`config.mk`:
```
export PLATFORM = sky130hd
export DESIGN_NAME = xbar_route_port
export DESIGN_NICKNAME = d
export VERILOG_FILES = /design/src/rtl/xbar_route_pkg.sv /design/src/rtl/xbar_code_match.sv /design/src/rtl/xbar_path_steer.sv /design/src/rtl/xbar_route_port.sv
export SDC_FILE = /design/constraint.sdc
export NUM_CORES = 1
export LEC_CHECK = 0
export ABC_AREA = 1
export BUFFER_PORTS_ARGS = -buffer_cell sky130_fd_sc_hd__clkbuf_2
export CORE_ASPECT_RATIO = 2
export CORE_MARGIN = 1
export CORE_UTILIZATION = 56
export DETAILED_ROUTE_END_ITERATION = 7
export PLACE_DENSITY = 0.89
export SETUP_SLACK_MARGIN = 0.2
export SYNTH_ARGS = -nofsm -noshare
export SYNTH_HDL_FRONTEND = slang
export SYNTH_SLANG_ARGS = --single-unit
```
`constraint.sdc`:
```
create_clock -name clk -period 3.1 [get_ports clk]
set_input_delay 0.465 -clock clk [delete_from_list [all_inputs] [get_ports clk]]
set_output_delay 0.465 -clock clk [all_outputs]
set_load 0.1 [all_outputs]
```
`src/rtl/xbar_route_pkg.sv`:
```
package xbar_route_pkg;

    typedef enum logic [1:0] {
        PS_IDLE = 2'd0,
        PS_OPEN = 2'd1,
        PS_DROP = 2'd2
    } port_state_e;

endpackage

```
`src/rtl/xbar_code_match.sv`:
```
module xbar_code_match #(
    parameter int NUM_CH = 14,
    parameter int DATA_W = 128,
    localparam int CH_W  = $clog2(NUM_CH)
) (
    input  logic [DATA_W-1:0] word_i,
    output logic [NUM_CH-1:0] match_o,
    output logic              hit_o,
    output logic [CH_W-1:0]   chan_o
);
    localparam int FLD_W  = CH_W + 1;
    localparam int N_FLD  = DATA_W / FLD_W;
    localparam int USED_W = N_FLD * FLD_W;

    // one comparator per channel against its generated code
    for (genvar ch = 0; ch < NUM_CH; ch++) begin : g_chan
        localparam logic [CH_W-1:0] CV = CH_W'(ch);
        logic [DATA_W-1:0] code_w;
        for (genvar f = 0; f < N_FLD; f++) begin : g_fld
            assign code_w[f*FLD_W +: FLD_W] = {^CV, CV};
        end
        if (USED_W < DATA_W) begin : g_pad
            assign code_w[DATA_W-1:USED_W] = '0;
        end
        assign match_o[ch] = (word_i == code_w);
    end

    assign hit_o = |match_o;

    always_comb begin
        chan_o = '0;
        for (int i = 0; i < NUM_CH; i++) begin
            if (match_o[i]) chan_o = chan_o | CH_W'(i);
        end
    end
endmodule

```
`src/rtl/xbar_path_steer.sv`:
```
module xbar_path_steer #(
    parameter int NUM_CH = 14,
    localparam int CH_W  = $clog2(NUM_CH)
) (
    input  logic              open_i,
    input  logic [CH_W-1:0]   sel_i,
    input  logic              valid_i,
    input  logic [NUM_CH-1:0] ready_i,
    output logic [NUM_CH-1:0] valid_o,
    output logic              ready_o
);
    for (genvar ch = 0; ch < NUM_CH; ch++) begin : g_lane
        assign valid_o[ch] = open_i && valid_i && (sel_i == CH_W'(ch));
    end

    always_comb begin
        ready_o = 1'b0;
        for (int i = 0; i < NUM_CH; i++) begin
            if (sel_i == CH_W'(i)) ready_o = ready_i[i];
        end
    end
endmodule

```
`src/rtl/xbar_route_port.sv`:
```
module xbar_route_port
    import xbar_route_pkg::*;
#(
    parameter int NUM_CH = 14,
    parameter int DATA_W = 128,
    localparam int CH_W  = $clog2(NUM_CH)
) (
    input  logic              clk,
    input  logic              rst_n,
    input  logic              in_valid,
    output logic              in_ready,
    input  logic [DATA_W-1:0] in_data,
    input  logic              in_last,
    output logic [NUM_CH-1:0] out_valid,
    input  logic [NUM_CH-1:0] out_ready,
    output logic [DATA_W-1:0] out_data,
    output logic              out_last,
    output logic              err_flag
);
    port_state_e state_q, state_d;
    logic [CH_W-1:0] sel_q, sel_d;
    logic            err_d;
    logic [NUM_CH-1:0] dec_match;
    logic            dec_hit;
    logic [CH_W-1:0] dec_chan;
    logic            path_ready;
    logic            path_open;

    xbar_code_match #(.NUM_CH(NUM_CH), .DATA_W(DATA_W)) u_match (
        .word_i  (in_data),
        .match_o (dec_match),
        .hit_o   (dec_hit),
        .chan_o  (dec_chan)
    );

    xbar_path_steer #(.NUM_CH(NUM_CH)) u_steer (
        .open_i  (path_open),
        .sel_i   (sel_q),
        .valid_i (in_valid),
        .ready_i (out_ready),
        .valid_o (out_valid),
        .ready_o (path_ready)
    );

    // state register
    always_ff @(posedge clk or negedge rst_n) begin
        if (!rst_n) begin
            state_q  <= PS_IDLE;
            sel_q    <= '0;
            err_flag <= 1'b0;
        end else begin
            state_q  <= state_d;
            sel_q    <= sel_d;
            err_flag <= err_d;
        end
    end

    // next state
    always_comb begin
        state_d = state_q;
        sel_d   = sel_q;
        err_d   = err_flag;
        unique case (state_q)
            PS_IDLE: begin
                if (in_valid) begin
                    if (in_last) begin
                        err_d = 1'b1;
                    end else if (dec_hit) begin
                        sel_d   = dec_chan;
                        state_d = PS_OPEN;
                    end else begin
                        err_d   = 1'b1;
                        state_d = PS_DROP;
                    end
                end
            end
            PS_OPEN: begin
                if (in_valid && path_ready && in_last) state_d = PS_IDLE;
            end
            PS_DROP: begin
                if (in_valid && in_last) state_d = PS_IDLE;
            end
            default: state_d = PS_IDLE;
        endcase
    end

    // outputs
    always_comb begin
        path_open = 1'b0;
        in_ready  = 1'b1;
        unique case (state_q)
            PS_IDLE: in_ready = 1'b1;
            PS_OPEN: begin
                path_open = 1'b1;
                in_ready  = path_ready;
            end
            PS_DROP: in_ready = 1'b1;
            default: in_ready = 1'b1;
        endcase
    end

    assign out_data = in_data;
    assign out_last = in_last;

    // distinct codes never match together
    assert_single_match_R2: assert property (@(posedge clk) disable iff (!rst_n)
        $onehot0(dec_match));

    // outside an open path nothing is presented
    assert_quiet_when_closed_R3: assert property (@(posedge clk) disable iff (!rst_n)
        (state_q != PS_OPEN) |-> (out_valid == '0));

    // at most one channel driven
    assert_one_lane_R4: assert property (@(posedge clk) disable iff (!rst_n)
        $onehot0(out_valid));

    // a channel transfer is an input transfer
    assert_ready_follows_R5: assert property (@(posedge clk) disable iff (!rst_n)
        (|(out_valid & out_ready)) |-> in_ready);

    // close word accepted on an open path releases it
    assert_release_R7: assert property (@(posedge clk) disable iff (!rst_n)
        (state_q == PS_OPEN && in_valid && in_ready && in_last) |=> (state_q == PS_IDLE));

    // close flag on the address word keeps the port idle
    assert_close_on_addr_R9: assert property (@(posedge clk) disable iff (!rst_n)
        (state_q == PS_IDLE && in_valid && in_last) |=> (state_q == PS_IDLE && err_flag));

    // the error is sticky
    assert_err_sticky_R10: assert property (@(posedge clk) disable iff (!rst_n)
        err_flag |=> err_flag);

    // selection holds for the whole open path
    assert_sel_stable_R6: assert property (@(posedge clk) disable iff (!rst_n)
        (state_q == PS_OPEN && $past(state_q) == PS_OPEN) |-> $stable(sel_q));
endmodule

```
==> results.md, run 1 <==
* Post-synth ARST share at 100.0%
* Ys flop type: dfrtp_1
* Most instantiated cells after synthesis: 525 x nor2_1, 462 x nand2_1, 239 x inv_1
* Yosys top cell area share at 25.84%
* Clk Tree Root Cell: clkbuf_16
* # IOs at 291
* Placed cell count at 2003
* Vias in the first global route at between 10000 and 15000
* # rows at 60
* Syn_nets at 1842
* Placed wire-length estimate at 32.12 mm
* Die Wd at 84.52 µm
* Mapped Area at 7626 µm²
* Area leader, netlist: nor2_1
* Synth top area cells: nor2_1 26%, nand2_1 23%, buf_4 13%
* Placed cell area at 8264 µm²
* Stop Error: [ERROR GRT-0116] Global routing finished with congestion. Check the congestion regions in the DRC Viewer.
* CTS sink count at 7
* Register bit total from synthesis at 7
* Clock buffer depth at 2
* RD Place Congestion at 1.180
* Most numerous cell in the Yosys netlist: nor2_1
* Pin count of the biggest net entering global routing at 15
* Cts bufs inserted at 3
* Post-CTS sizing at 0
* Sequential share of the synthesized area at 2.297%
* Cells after synthesis at 1696
* Die Y at 167.0 µm
* First-pass GRT wire length at ~63 mm
* Synth warn at 0
* Outcome: aborted with a tool error
* Setup bufs post-CTS at 0
* Gr usage total at 57.42%
* Initial Utilization at 57.07%
* Mean Syn Cell Area at 4.497 µm²
* Port-buffer cells at 290
* CTS Hold Buffers Added at 0
* CTS H-tree lvls at 1
* Post-synth EDFFs at 0
* Grt total ovfl at 4
* Yosys cell types at 30
* Failing step: global routing (5_1_grt)
routing by layer:
layer / track usage (%) / GRT overflow
met4: 61.68 / 0
met1: 52.95 / 0
met5: 0 / 0
met2: 88.19 / 4
met3: 26.56 / 0
stage by stage:
step / utilization [%] / TNS (ps) / hold slack, ps / setup slack, ps
after CTS: 62.43 / 0 / 64.64 / 327.6
after detailed placement: 61.84 / 0 / 308.9 / 559.2
after global placement: 61.84 / 0 / 302.1 / 563.8
after floorplan: - / -1548 / 169.4 / -242.2
logic make-up after synthesis:
family	Yosys count	synth area share, %
AOI/OAI and AO/OA	8	0.6399
xor gates and xnor gates	1	0.1149
buffers and inverters	387	25.53
DFF	7	2.297
and+or+nand+nor	1293	71.42
==> run 2, diff against run 1 <==
--- a/config.mk
+++ b/config.mk
@@ -7,12 +7,10 @@
 export LEC_CHECK = 0
 export ABC_AREA = 1
 export BUFFER_PORTS_ARGS = -buffer_cell sky130_fd_sc_hd__clkbuf_2
-export CORE_ASPECT_RATIO = 2
 export CORE_MARGIN = 1
-export CORE_UTILIZATION = 56
+export CORE_UTILIZATION = 40
 export DETAILED_ROUTE_END_ITERATION = 7
-export PLACE_DENSITY = 0.89
-export SETUP_SLACK_MARGIN = 0.2
+export PLACE_DENSITY_LB_ADDON = 0.15
 export SYNTH_ARGS = -nofsm -noshare
 export SYNTH_HDL_FRONTEND = slang
 export SYNTH_SLANG_ARGS = --single-unit
==> run 2 against run 1 <==
  * The flow now finishes without violations
  * Synthesized cell count stayed put
  * Area after synthesis stayed put
==> results.md, run 2 <==
* Startpoint types: flop
* Synth Area in Compound Gates at 0.6399% (unchanged)
* Clock buffer depth at 2 (unchanged)
* Setup slack, reg-to-reg at 1310 ps
* Switching Fraction at 71.73%
* Setup crit end kind: output pin
* WP data arrival at 2210 ps
* Routed WL at 37.70 mm
* Net count, final at 2002
* Fin crit share at 86.44%
* Non-Filler Instances at 2089
* Port-buffer cells at 290 (unchanged)
* Die area at 19620 µm²
* Final Util at 45.25%
* Die Wd at 140.1 µm (was 84.52 µm)
* Layout cells sized above 1 at 18.06%
* Synthesis-to-layout area growth at 10.99%
* First-pass GRT wire length at 55.92 mm
* Met3 WL at 3.432 mm
* Clk Tree Root Cell: clkbuf_16 (unchanged)
* Max VDD drop at 0.1317 mV
* DR vias at 11246
* Initial Utilization at 40.77% (was 57.07%)
* Worst-path clk slew at roughly 40 ps
* Reg power frac at 5.8%
* Simple-Gate Fraction of Synth Area at 71.42% (unchanged)
* Vias per inst at 5.383
* RD Place Congestion at 1.071 (was 1.180)
* Top sig layer: met4
* Post-synth EDFFs at 0 (unchanged)
* CTS sink count at 7 (unchanged)
* # IOs at 291 (unchanged)
* Mean Syn Cell Area at 4.497 µm² (unchanged)
* Grt total ovfl at 0
* DRC Markers at 0
* Register bit total from synthesis at 7 (unchanged)
* Most frequent cells in the layout: 525 x nor2_1, 462 x nand2_1, 290 x clkbuf_2, 239 x inv_1, 100 x nand3_1
* Synth warn at 0 (unchanged)
* CP Class: flop to output pin
* Synth top area cells: nor2_1 26%, nand2_1 23%, buf_4 13% (unchanged)
* Ys flop type: dfrtp_1 (unchanged)
* Final Critical Period at 2680 ps
* Die Y at 140.1 µm (was 167.0 µm)
* Initial antenna violation count at 0
* Internal at roughly 510 µW
* Place WS at 573.1 ps (was 559.2 ps)
* Pin count of the biggest net entering global routing at 15
* Most instantiated cells after synthesis: 525 x nor2_1, 462 x nand2_1, 239 x inv_1 (unchanged)
* Critical Path Fanout Max at 8
* Maxcap violations at 0
* Mapped Area at 7626 µm² (unchanged)
* Post-synth ARST share at 100.0% (unchanged)
* Combinational power share at 82.1%
* Final setup margin at around 420 ps
* Skew final at between 1.5 and 2 ps
* Placed wire-length estimate at 33.09 mm (was 32.12 mm)
* # rows at 50 (was 60)
* Psw at 1.298 mW
* Critical Path RT at roughly 2600 ps
* Layout filler cell count at 2279
* Area leader, netlist: nor2_1 (unchanged)
* Slew margin rel. at 51.93%
* Worst reg2reg endpoint: state_q[1]$_DFFE_PN0P_
* Leak at 4.179 nW
* Syn_nets at 1842 (unchanged)
* Post-CTS sizing at 0 (unchanged)
* Final setup fails at 0
* Core area at around 19000 µm²
* Post-synthesis mux area share at 0% (unchanged)
* Register name with the most flops: sel_q
* Biggest regs: sel_q (4), state_q (2), err_flag (1)
* Unrepaired setup endpoints after global routing: no
* Fin. Hold Viols at 0
* Most numerous cell in the Yosys netlist: nor2_1 (unchanged)
* Gr usage total at a little under two fifths
* Worst Tran Pin Value at 714.5 ps
* Cells after synthesis at 1696 (unchanged)
* Setup bufs post-CTS at 0 (unchanged)
* Worst skew pair latency at about 230 ps
* Routed length per instance at 18.05 µm
* Yosys cell types at 30 (unchanged)
* Synth Area in XOR/XNOR at 0.1148% (unchanged)
* Clock Power Share at 12.1%
* CTS H-tree lvls at 1 (unchanged)
* Fmax at 373.2 MHz
* Met1 WL at 15.64 mm
* DR WL met2 at 17.17 mm
* Max-slew violation count at 0
* Ant. Diodes at 0
* Outcome: finished, final reports clean (was aborted with a tool error)
* Hold/Removal Path Class: primary input to asynchronous set/reset pin
* Yosys top cell area share at 25.84% (unchanged)
* CTS tree: done
* R2r startpoint: sel_q[2]$_DFFE_PN0P_
* CTS Hold Buffers Added at 0 (unchanged)
* Placed cell count at 2085 (was 2003)
* DRT antenna net count at 0
* Pre-antenna DRT Iters at 8
* Post-Synth Adder-Cell Area at 0% (unchanged)
* Largest family of logic cells by synthesized area: simple AND/OR/NAND/NOR gates (unchanged)
* Cts bufs inserted at 3 (unchanged)
* DRT iter0 DRCs at 985
* R2r worst-path depth at 12
* Max FFs per register at 4
* Pwr dens at 213.7 nW/µm²
* Most common cell after layout, fill and taps aside: nor2_1
* Vias in the first global route at 9828
* Sequential share of the synthesized area at 2.297% (unchanged)
run 2: cell counts after synthesis:
Identical to the previous run, type by type.
run 2: worst max path at each step:
stage / slack (ps) / endpoint / cells past startpoint / from
2_1_floorplan: -240 / out_valid[9] / 4 / sel_q[1]$_DFFE_PN0P_
3_3_place_gp: 520 / sel_q[1]$_DFFE_PN0P_ / 15 / in_data[127]
3_5_place_dp: 570 / sel_q[0]$_DFFE_PN0P_ / 15 / in_data[127]
4_1_cts: 390 / in_ready / 13 / sel_q[0]$_DFFE_PN0P_
5_1_grt: 140 / in_ready / 13 / sel_q[0]$_DFFE_PN0P_
6_report: 420 / in_ready / 13 / sel_q[0]$_DFFE_PN0P_
run 2: critical path, cell delays in order (launching register included):
cell	delay, ps
dfrtp_1	480
inv_1	70
nor2_1	320
nand3_1	110
nand2_1	80
nor2_1	40
nand2_1	50
nand2_1	40
nand4_1	70
nor2_1	50
nand4_1	60
nand2_1	60
nand2_1	90
clkbuf_2	460
run 2: per-layer routing:
layer  vias up  track usage (%)
met2       649            63.34
met4         0            13.94
met5         -                0
met3        79            4.376
met1      5040            48.03
li1       5478                -
run 2: power by group through the flow:
stage	combinational, mW	clock [mW]	sequential (mW)
final	1.49	0.219	0.105
after floorplan	1.16	0	0.105
after detailed placement	1.46	0	0.106
after global routing	1.56	0.226	0.106
after CTS	1.47	0.222	0.105
after global placement	1.47	0	0.106
run 2: kinds of logic after synthesis:
group / after synthesis
flops: 7
buf+inv: 387
compound gates: 8
simple gates: 1293
xor+xnor: 1
run 2: through the flow:
| stage | instance area [µm²] | TNS (ps) | hold WS, ps | power (mW) |
|---|---|---|---|---|
| 2_1_floorplan | 7631 | -1548 | 169.4 | 1.262 |
| 3_3_place_gp | 8386 | 0 | 311.9 | 1.572 |
| 3_5_place_dp | 8386 | 0 | 313.8 | 1.570 |
| 4_1_cts | 8464 | 0 | 70.99 | 1.794 |
| 5_1_grt | 8464 | 0 | 76.02 | 1.893 |
| 6_report | 8464 | 0 | 63.97 | 1.809 |
run 2: layout make-up:
type	count	area [µm²]	share of cell area (%)
clock buffer	4	78.83	0.9313
inverter	249	934.6	11.04
multi-input combinational	1302	5509	65.08
sequential	7	175.2	2.069
tap	234	292.8	3.459
timing repair buffer	293	1474	17.41
(Power assumes the default switching activity.)
==> run 3, diff against run 2 <==
--- a/config.mk
+++ b/config.mk
@@ -11,6 +11,7 @@
 export CORE_UTILIZATION = 40
 export DETAILED_ROUTE_END_ITERATION = 7
 export PLACE_DENSITY_LB_ADDON = 0.15
+export RECOVER_POWER = 100
 export SYNTH_ARGS = -nofsm -noshare
 export SYNTH_HDL_FRONTEND = slang
 export SYNTH_SLANG_ARGS = --single-unit
==> run 3 against run 2 <==
  * Die area unchanged
  * Non-clock buffer count unchanged
  * First-iteration DRC count up 3.4%
  * Register-to-register slack about the same
  * Combinational power about the same
  * Setup slack worse by 46 ps
  * Cell area down 2.4%
  * Critical path type unchanged
  * Critical endpoint is now out_valid[13]
==> results.md, run 3 (synthesis gave the netlist of run 2 again) <==
* Hold/Removal Path Class: primary input to asynchronous set/reset pin (unchanged)
* Core area at 18710 µm² (unchanged)
* Switching Fraction at 72.60% (was 71.73%)
* Biggest regs: sel_q (4), state_q (2), err_flag (1) (unchanged)
* Leak at 3.750 nW (was 4.179 nW)
* Fmax at 366.9 MHz (was 373.2 MHz)
* Layout cells sized above 1 at 10.24% (was 18.06%)
* Post-CTS sizing at 0 (unchanged)
* Final Util at 44.17% (was 45.25%)
* Net count, final at 2002 (unchanged)
* RD Place Congestion at 1.071 (unchanged)
* CP Class: flop to output pin (unchanged)
* Ant. Diodes at 0 (unchanged)
* DR vias at 11243 (was 11246)
* Met2 GRT Util at 63.34% (unchanged)
* # IOs at 291 (unchanged)
* Setup slack, reg-to-reg at 1310 ps (about the same)
* Register name with the most flops: sel_q (unchanged)
* Worst-path clk slew at 40 ps (about the same)
* Synthesis-to-layout area growth at 8.335% (was 10.99%)
* Vias per inst at 5.382 (was 5.383)
* Psw at 1.294 mW (was 1.298 mW)
* Combinational power share at 81.8% (was 82.1%)
* Pre-antenna DRT Iters at 6 (was 8)
* CTS H-tree lvls at 1 (unchanged)
* Worst skew pair latency at 230 ps (about the same)
* Placed wire-length estimate at 33.09 mm (unchanged)
* R2r startpoint: sel_q[2]$_DFFE_PN0P_ (unchanged)
* Initial antenna violation count at 0 (unchanged)
* Gr usage total at 37.25% (unchanged)
* # rows at 50 (unchanged)
* Worst Tran Pin Value at 1204 ps (was 714.5 ps)
* Clock buffer depth at 2 (unchanged)
* Slew margin rel. at 20.10% (was 51.93%)
* Worst reg2reg endpoint: state_q[1]$_DFFE_PN0P_ (unchanged)
* Power Total at 1.782 mW (was 1.809 mW)
* WHS at 132.2 ps (was 63.97 ps)
* Max VDD drop at 0.1333 mV (was 0.1317 mV)
* R2r worst-path depth at 12 (unchanged)
* Routed WL at 37.82 mm (was 37.70 mm)
* Most frequent cells in the layout: 526 x nor2_1, 462 x nand2_1, 239 x inv_1, 148 x clkbuf_2, 143 x clkbuf_1 (was 525 x nor2_1, 462 x nand2_1, 290 x clkbuf_2, 239 x inv_1, 100 x nand3_1)
* Final setup fails at 0 (unchanged)
* Vias in the first global route at 9828 (unchanged)
* Clock Power Share at 12.3% (was 12.1%)
* Setup bufs post-CTS at 0 (unchanged)
* DRC Markers at 0 (unchanged)
* Outcome: finished, final reports clean (unchanged)
* Cts bufs inserted at 3 (unchanged)
* Most common cell after layout, fill and taps aside: nor2_1 (unchanged)
* Port-buffer cells at 290 (unchanged)
* Routed length per instance at 18.10 µm (was 18.05 µm)
* DRT iter0 DRCs at 1018 (was 985)
* Final Critical Period at 2725 ps (was 2680 ps)
* Grt total ovfl at 0 (unchanged)
* Critical Path Fanout Max at 8 (unchanged)
* Max-slew violation count at 0 (unchanged)
* Reg power frac at 5.9% (was 5.8%)
* Internal at 488.5 µW (was 511.3 µW)
* WP data arrival at 2260 ps (was 2210 ps)
* Skew final at 1.588 ps (was 1.923 ps)
* Max FFs per register at 4 (unchanged)
* Critical Path RT at 2630 ps (about the same)
* Clk Tree Root Cell: clkbuf_16 (unchanged)
* CTS tree: done (unchanged)
* Fin. Hold Viols at 0 (unchanged)
* Fin crit share at 87.91% (was 86.44%)
* CTS Hold Buffers Added at 0 (unchanged)
* Die Y at 140.1 µm (unchanged)
* Pwr dens at 215.8 nW/µm² (was 213.7 nW/µm²)
* Setup crit end kind: output pin (unchanged)
* Pin count of the biggest net entering global routing at 15 (unchanged)
* Maxcap violations at 0 (unchanged)
* Startpoint types: flop (unchanged)
* Die Wd at 140.1 µm (unchanged)
* Unrepaired setup endpoints after global routing: no (unchanged)
* Global route hottest layer: met2 (unchanged)
* Met3 global-route usage at 4.376% (unchanged)
* Die area at 19620 µm² (unchanged)
* DRT antenna net count at 0 (unchanged)
* CTS sink count at 7 (unchanged)
* First-pass GRT wire length at 55.92 mm (unchanged)
* Met1 Track Usage GR at 48.03% (unchanged)
* Initial Utilization at 40.77% (unchanged)
-- run 3: cell counts in the layout (fill, tap and decap cells not counted) --
No cell type changed its count.
-- run 3: power by group through the flow --
stage               Clock [mW]  Combinational, mW  Sequential (mW)
floorplan                    0               1.16            0.105
global placement             0               1.47            0.106
detailed placement           0               1.46            0.106
CTS                      0.222               1.47            0.105
global route             0.226               1.53            0.106
finish                   0.219               1.46            0.105
-- run 3: cell type report --
class	count	area (µm²)
Clock buffer	4	78.83
Fill cell	2358	10440
Inverter	249	934.6
Sequential cell	7	175.2
Multi-Input combinational cell	1302	5484
Tap cell	234	292.8
Timing Repair Buffer	293	1296
-- run 3: worst max path at each step --
stage	to	start	slack [ps]	depth (start not counted)
after floorplan	out_valid[9]	sel_q[1]$_DFFE_PN0P_	-240	4
after detailed placement	sel_q[0]$_DFFE_PN0P_	in_data[127]	570	15
final	out_valid[13]	sel_q[0]$_DFFE_PN0P_	370	5
after global routing	in_ready	sel_q[0]$_DFFE_PN0P_	140	13
after global placement	sel_q[1]$_DFFE_PN0P_	in_data[127]	520	15
after CTS	in_ready	sel_q[0]$_DFFE_PN0P_	390	13
-- run 3: metal layers --
metal	part of all wire [%]	vias up
met1	42	5034
met2	45	644
met5	0	-
met3	9.0	90
met4	4.2	0
li1	-	5475
-- run 3: stage by stage --
step | std cells | setup TNS, ps | instance area (µm²) | setup WS, ps
floorplan | 1696 | -1548 | 7631 | -242.2
global placement | 2085 | 0 | 8386 | 515.7
detailed placement | 2085 | 0 | 8386 | 573.1
CTS | 2089 | 0 | 8464 | 391.1
global route | 2089 | 0 | 8262 | 142.2
finish | 2089 | 0 | 8262 | 374.7
-- run 3: worst max-delay path, cell delays in order, from the launching register on --
cell and delay (ps):
dfrtp_1 480, inv_1 70, nor2_1 310, nand3_1 180, nor2_1 120, clkbuf_1 870
==> run 4, diff against run 3 <==
==> constraint.sdc (replaced) <==
create_clock -name clk -period 2.2 [get_ports clk]
set_input_delay 0.33 -clock clk [delete_from_list [all_inputs] [get_ports clk]]
set_output_delay 0.33 -clock clk [all_outputs]
set_load 0.1 [all_outputs]
==> run 4 against run 3 <==
  * Sequential share of layout area decreased by 0.22 points
  * Largest power group unchanged
  * Die area unchanged
  * Critical path depth increased by 9
  * First-iteration DRC count increased by 11%
  * Setup slack got worse by 360 ps
  * Register-to-register slack got worse by 860 ps
  * Critical path type unchanged
  * Combinational power increased by 51%
  * Largest cell class unchanged
  * Cell area increased by 13%
  * Clock skew about the same
==> results.md, run 4 (synthesis gave the netlist of run 2 again) <==
* Port-buffer cells at 290 (unchanged)
* Max VDD drop at 0.2670 mV (was 0.1333 mV)
* DRC Markers at 0 (unchanged)
* Slew margin rel. at 16.89% (was 20.10%)
* Vias per inst at 5.297 (was 5.382)
* Clock buffer depth at 2 (unchanged)
* First-pass GRT wire length at 57.73 mm (was 55.92 mm)
* Maxcap violations at 0 (unchanged)
* Worst-path clk slew at 30 ps (was 40 ps)
* Unrepaired setup endpoints after global routing: yes (was no)
* Pin count of the biggest net entering global routing at 15 (unchanged)
* Most common cell after layout, fill and taps aside: nor2_1 (unchanged)
* WP data arrival at 1860 ps (was 2260 ps)
* Initial Utilization at 40.77% (unchanged)
* Worst Tran Pin Value at 1252 ps (was 1204 ps)
* Worst skew pair latency at 230 ps (about the same)
* Skew final at 1.205 ps (was 1.588 ps)
* CTS H-tree lvls at 1 (unchanged)
* # rows at 50 (unchanged)
* Max-slew violation count at 0 (unchanged)
* Pre-antenna DRT Iters at 8 (was 6)
* Crit path cell chain: buf_6, inv_1, nor2_1, nand2_1, nor2_1, nor2_1, nand2_1, nand2_1, nand4_1, nor2_1, nand4_1, nand2_1, nand2_2, buf_12 (was inv_1, nor2_1, nand3_1, nor2_1, clkbuf_1)
* Outcome: finished, final reports clean (unchanged)
* Routed WL at 38.51 mm (was 37.82 mm)
* Worst path buffer plus inverter count at 3 (was 2)
* Pwr dens at 284.1 nW/µm² (was 215.8 nW/µm²)
* Clk Tree Root Cell: clkbuf_16 (unchanged)
* Die Wd at 140.1 µm (unchanged)
* # IOs at 291 (unchanged)
* Critical Path RT at 1870 ps (was 2630 ps)
* Die area at 19620 µm² (unchanged)
* TNS Setup at 0 ps (unchanged)
* Setup crit end kind: output pin (unchanged)
* Fin. Hold Viols at 0 (unchanged)
* DR vias at 11679 (was 11243)
* Register name with the most flops: sel_q (unchanged)
* Vias in the first global route at 10330 (was 9828)
* Max incr delay on CP at 390 ps (was 870 ps)
* Ant. Diodes at 0 (unchanged)
* Hold/Removal Path Class: flop to flop (was primary input to asynchronous set/reset pin)
* Leak at 4.402 nW (was 3.750 nW)
* Placed wire-length estimate at 33.89 mm (was 33.09 mm)
* Synthesis-to-layout area growth at 22.69% (was 8.335%)
* Final Util at 50.02% (was 44.17%)
* Worst path slowest cell: dfrtp_1 (was clkbuf_1)
* Cts bufs inserted at 3 (unchanged)
* CTS tree: done (unchanged)
* Gr usage total at 38.15% (was 37.25%)
* Final setup fails at 0 (unchanged)
* Fin crit share at 99.51%
* Largest delay contributor family on the critical path: simple AND/OR/NAND/NOR gates (was buffers and inverters)
* CTS sink count at 7 (unchanged)
* CP Class: flop to output pin (unchanged)
* Max FFs per register at 4 (unchanged)
* Critical Path Fanout Max at 6 (was 8)
* WHS at 465.6 ps (was 132.2 ps)
* Biggest regs: sel_q (4), state_q (2), err_flag (1) (unchanged)
* Final Critical Period at 2189 ps
* Core area at 18710 µm² (unchanged)
* Initial antenna violation count at 0 (unchanged)
* Routed length per instance at 17.47 µm (was 18.10 µm)
* Layout cells sized above 1 at 16.74% (was 10.24%)
* Most frequent cells in the layout: 520 x nor2_1, 461 x nand2_1, 238 x inv_1, 144 x clkbuf_2, 132 x clkbuf_1 (was 526 x nor2_1, 462 x nand2_1, 239 x inv_1, 148 x clkbuf_2, 143 x clkbuf_1)
* Die Y at 140.1 µm (unchanged)
* Startpoint types: flop (unchanged)
* DRT iter0 DRCs at 1133 (was 1018)
* Net count, final at 2118 (was 2002)
* DRT antenna net count at 0 (unchanged)
* Grt total ovfl at 0 (unchanged)
* Fmax at 456.8 MHz
* RD Place Congestion at 1.086 (was 1.071)
run 4: cell type report:
class                           count  area, µm²
Clock buffer                        4      78.83
Timing Repair Buffer              409       2326
Inverter                          249      937.1
Tap cell                          234      292.8
Sequential cell                     7      177.7
Multi-Input combinational cell   1302       5544
Fill cell                        2279       9349
run 4: timing repair:
action	4_1_cts	5_1_grt
pin swaps	0	8
setup buffers	0	7
hold buffers	1	0
endpoints found under the hold margin	7	0
setup endpoints to repair	1	12
resized for setup	1	14
run 4: stage by stage:
step | instance area (µm²) | setup WS [ps] | std cells | power (mW)
finish | 9356 | 10.86 | 2205 | 2.658
CTS | 9563 | 36.85 | 2198 | 2.661
detailed placement | 9472 | -51.40 | 2193 | 2.344
floorplan | 7669 | -333.5 | 1696 | 1.778
global route | 9356 | -170.8 | 2205 | 2.788
global placement | 9472 | -54.74 | 2193 | 2.344
run 4: metal layers:
| layer | vias up | track usage [%] | routed length, µm |
|---|---|---|---|
| met5 | - | 0 | 0 |
| met4 | 0 | 14.69 | 1685 |
| met3 | 113 | 4.342 | 3683 |
| met2 | 704 | 62.55 | 16720 |
| met1 | 5160 | 50.97 | 16420 |
| li1 | 5702 | - | - |
run 4: report_power, final:
part / total, mW / switching (mW) / internal [mW]
clock network: 0.309 / 0.0675 / 0.241
logic: 2.20 / 1.78 / 0.420
registers: 0.148 / 0.00959 / 0.139
run 4: worst paths after layout:
path	startpoint	to	slack [ps]	depth (start not counted)
worst min-delay path	err_flag$_DFFE_PN0P_	err_flag$_DFFE_PN0P_	470	1
min in group asynchronous	rst_n	state_q[1]$_DFFE_PN0P_	530	2
worst min register to register	err_flag$_DFFE_PN0P_	err_flag$_DFFE_PN0P_	470	1
max in group asynchronous	rst_n	sel_q[2]$_DFFE_PN0P_	1370	2
worst max register to register	sel_q[1]$_DFFE_PN0P_	state_q[0]$_DFFE_PN0P_	450	16
worst max-delay path	sel_q[1]$_DFFE_PN0P_	in_ready	10	14
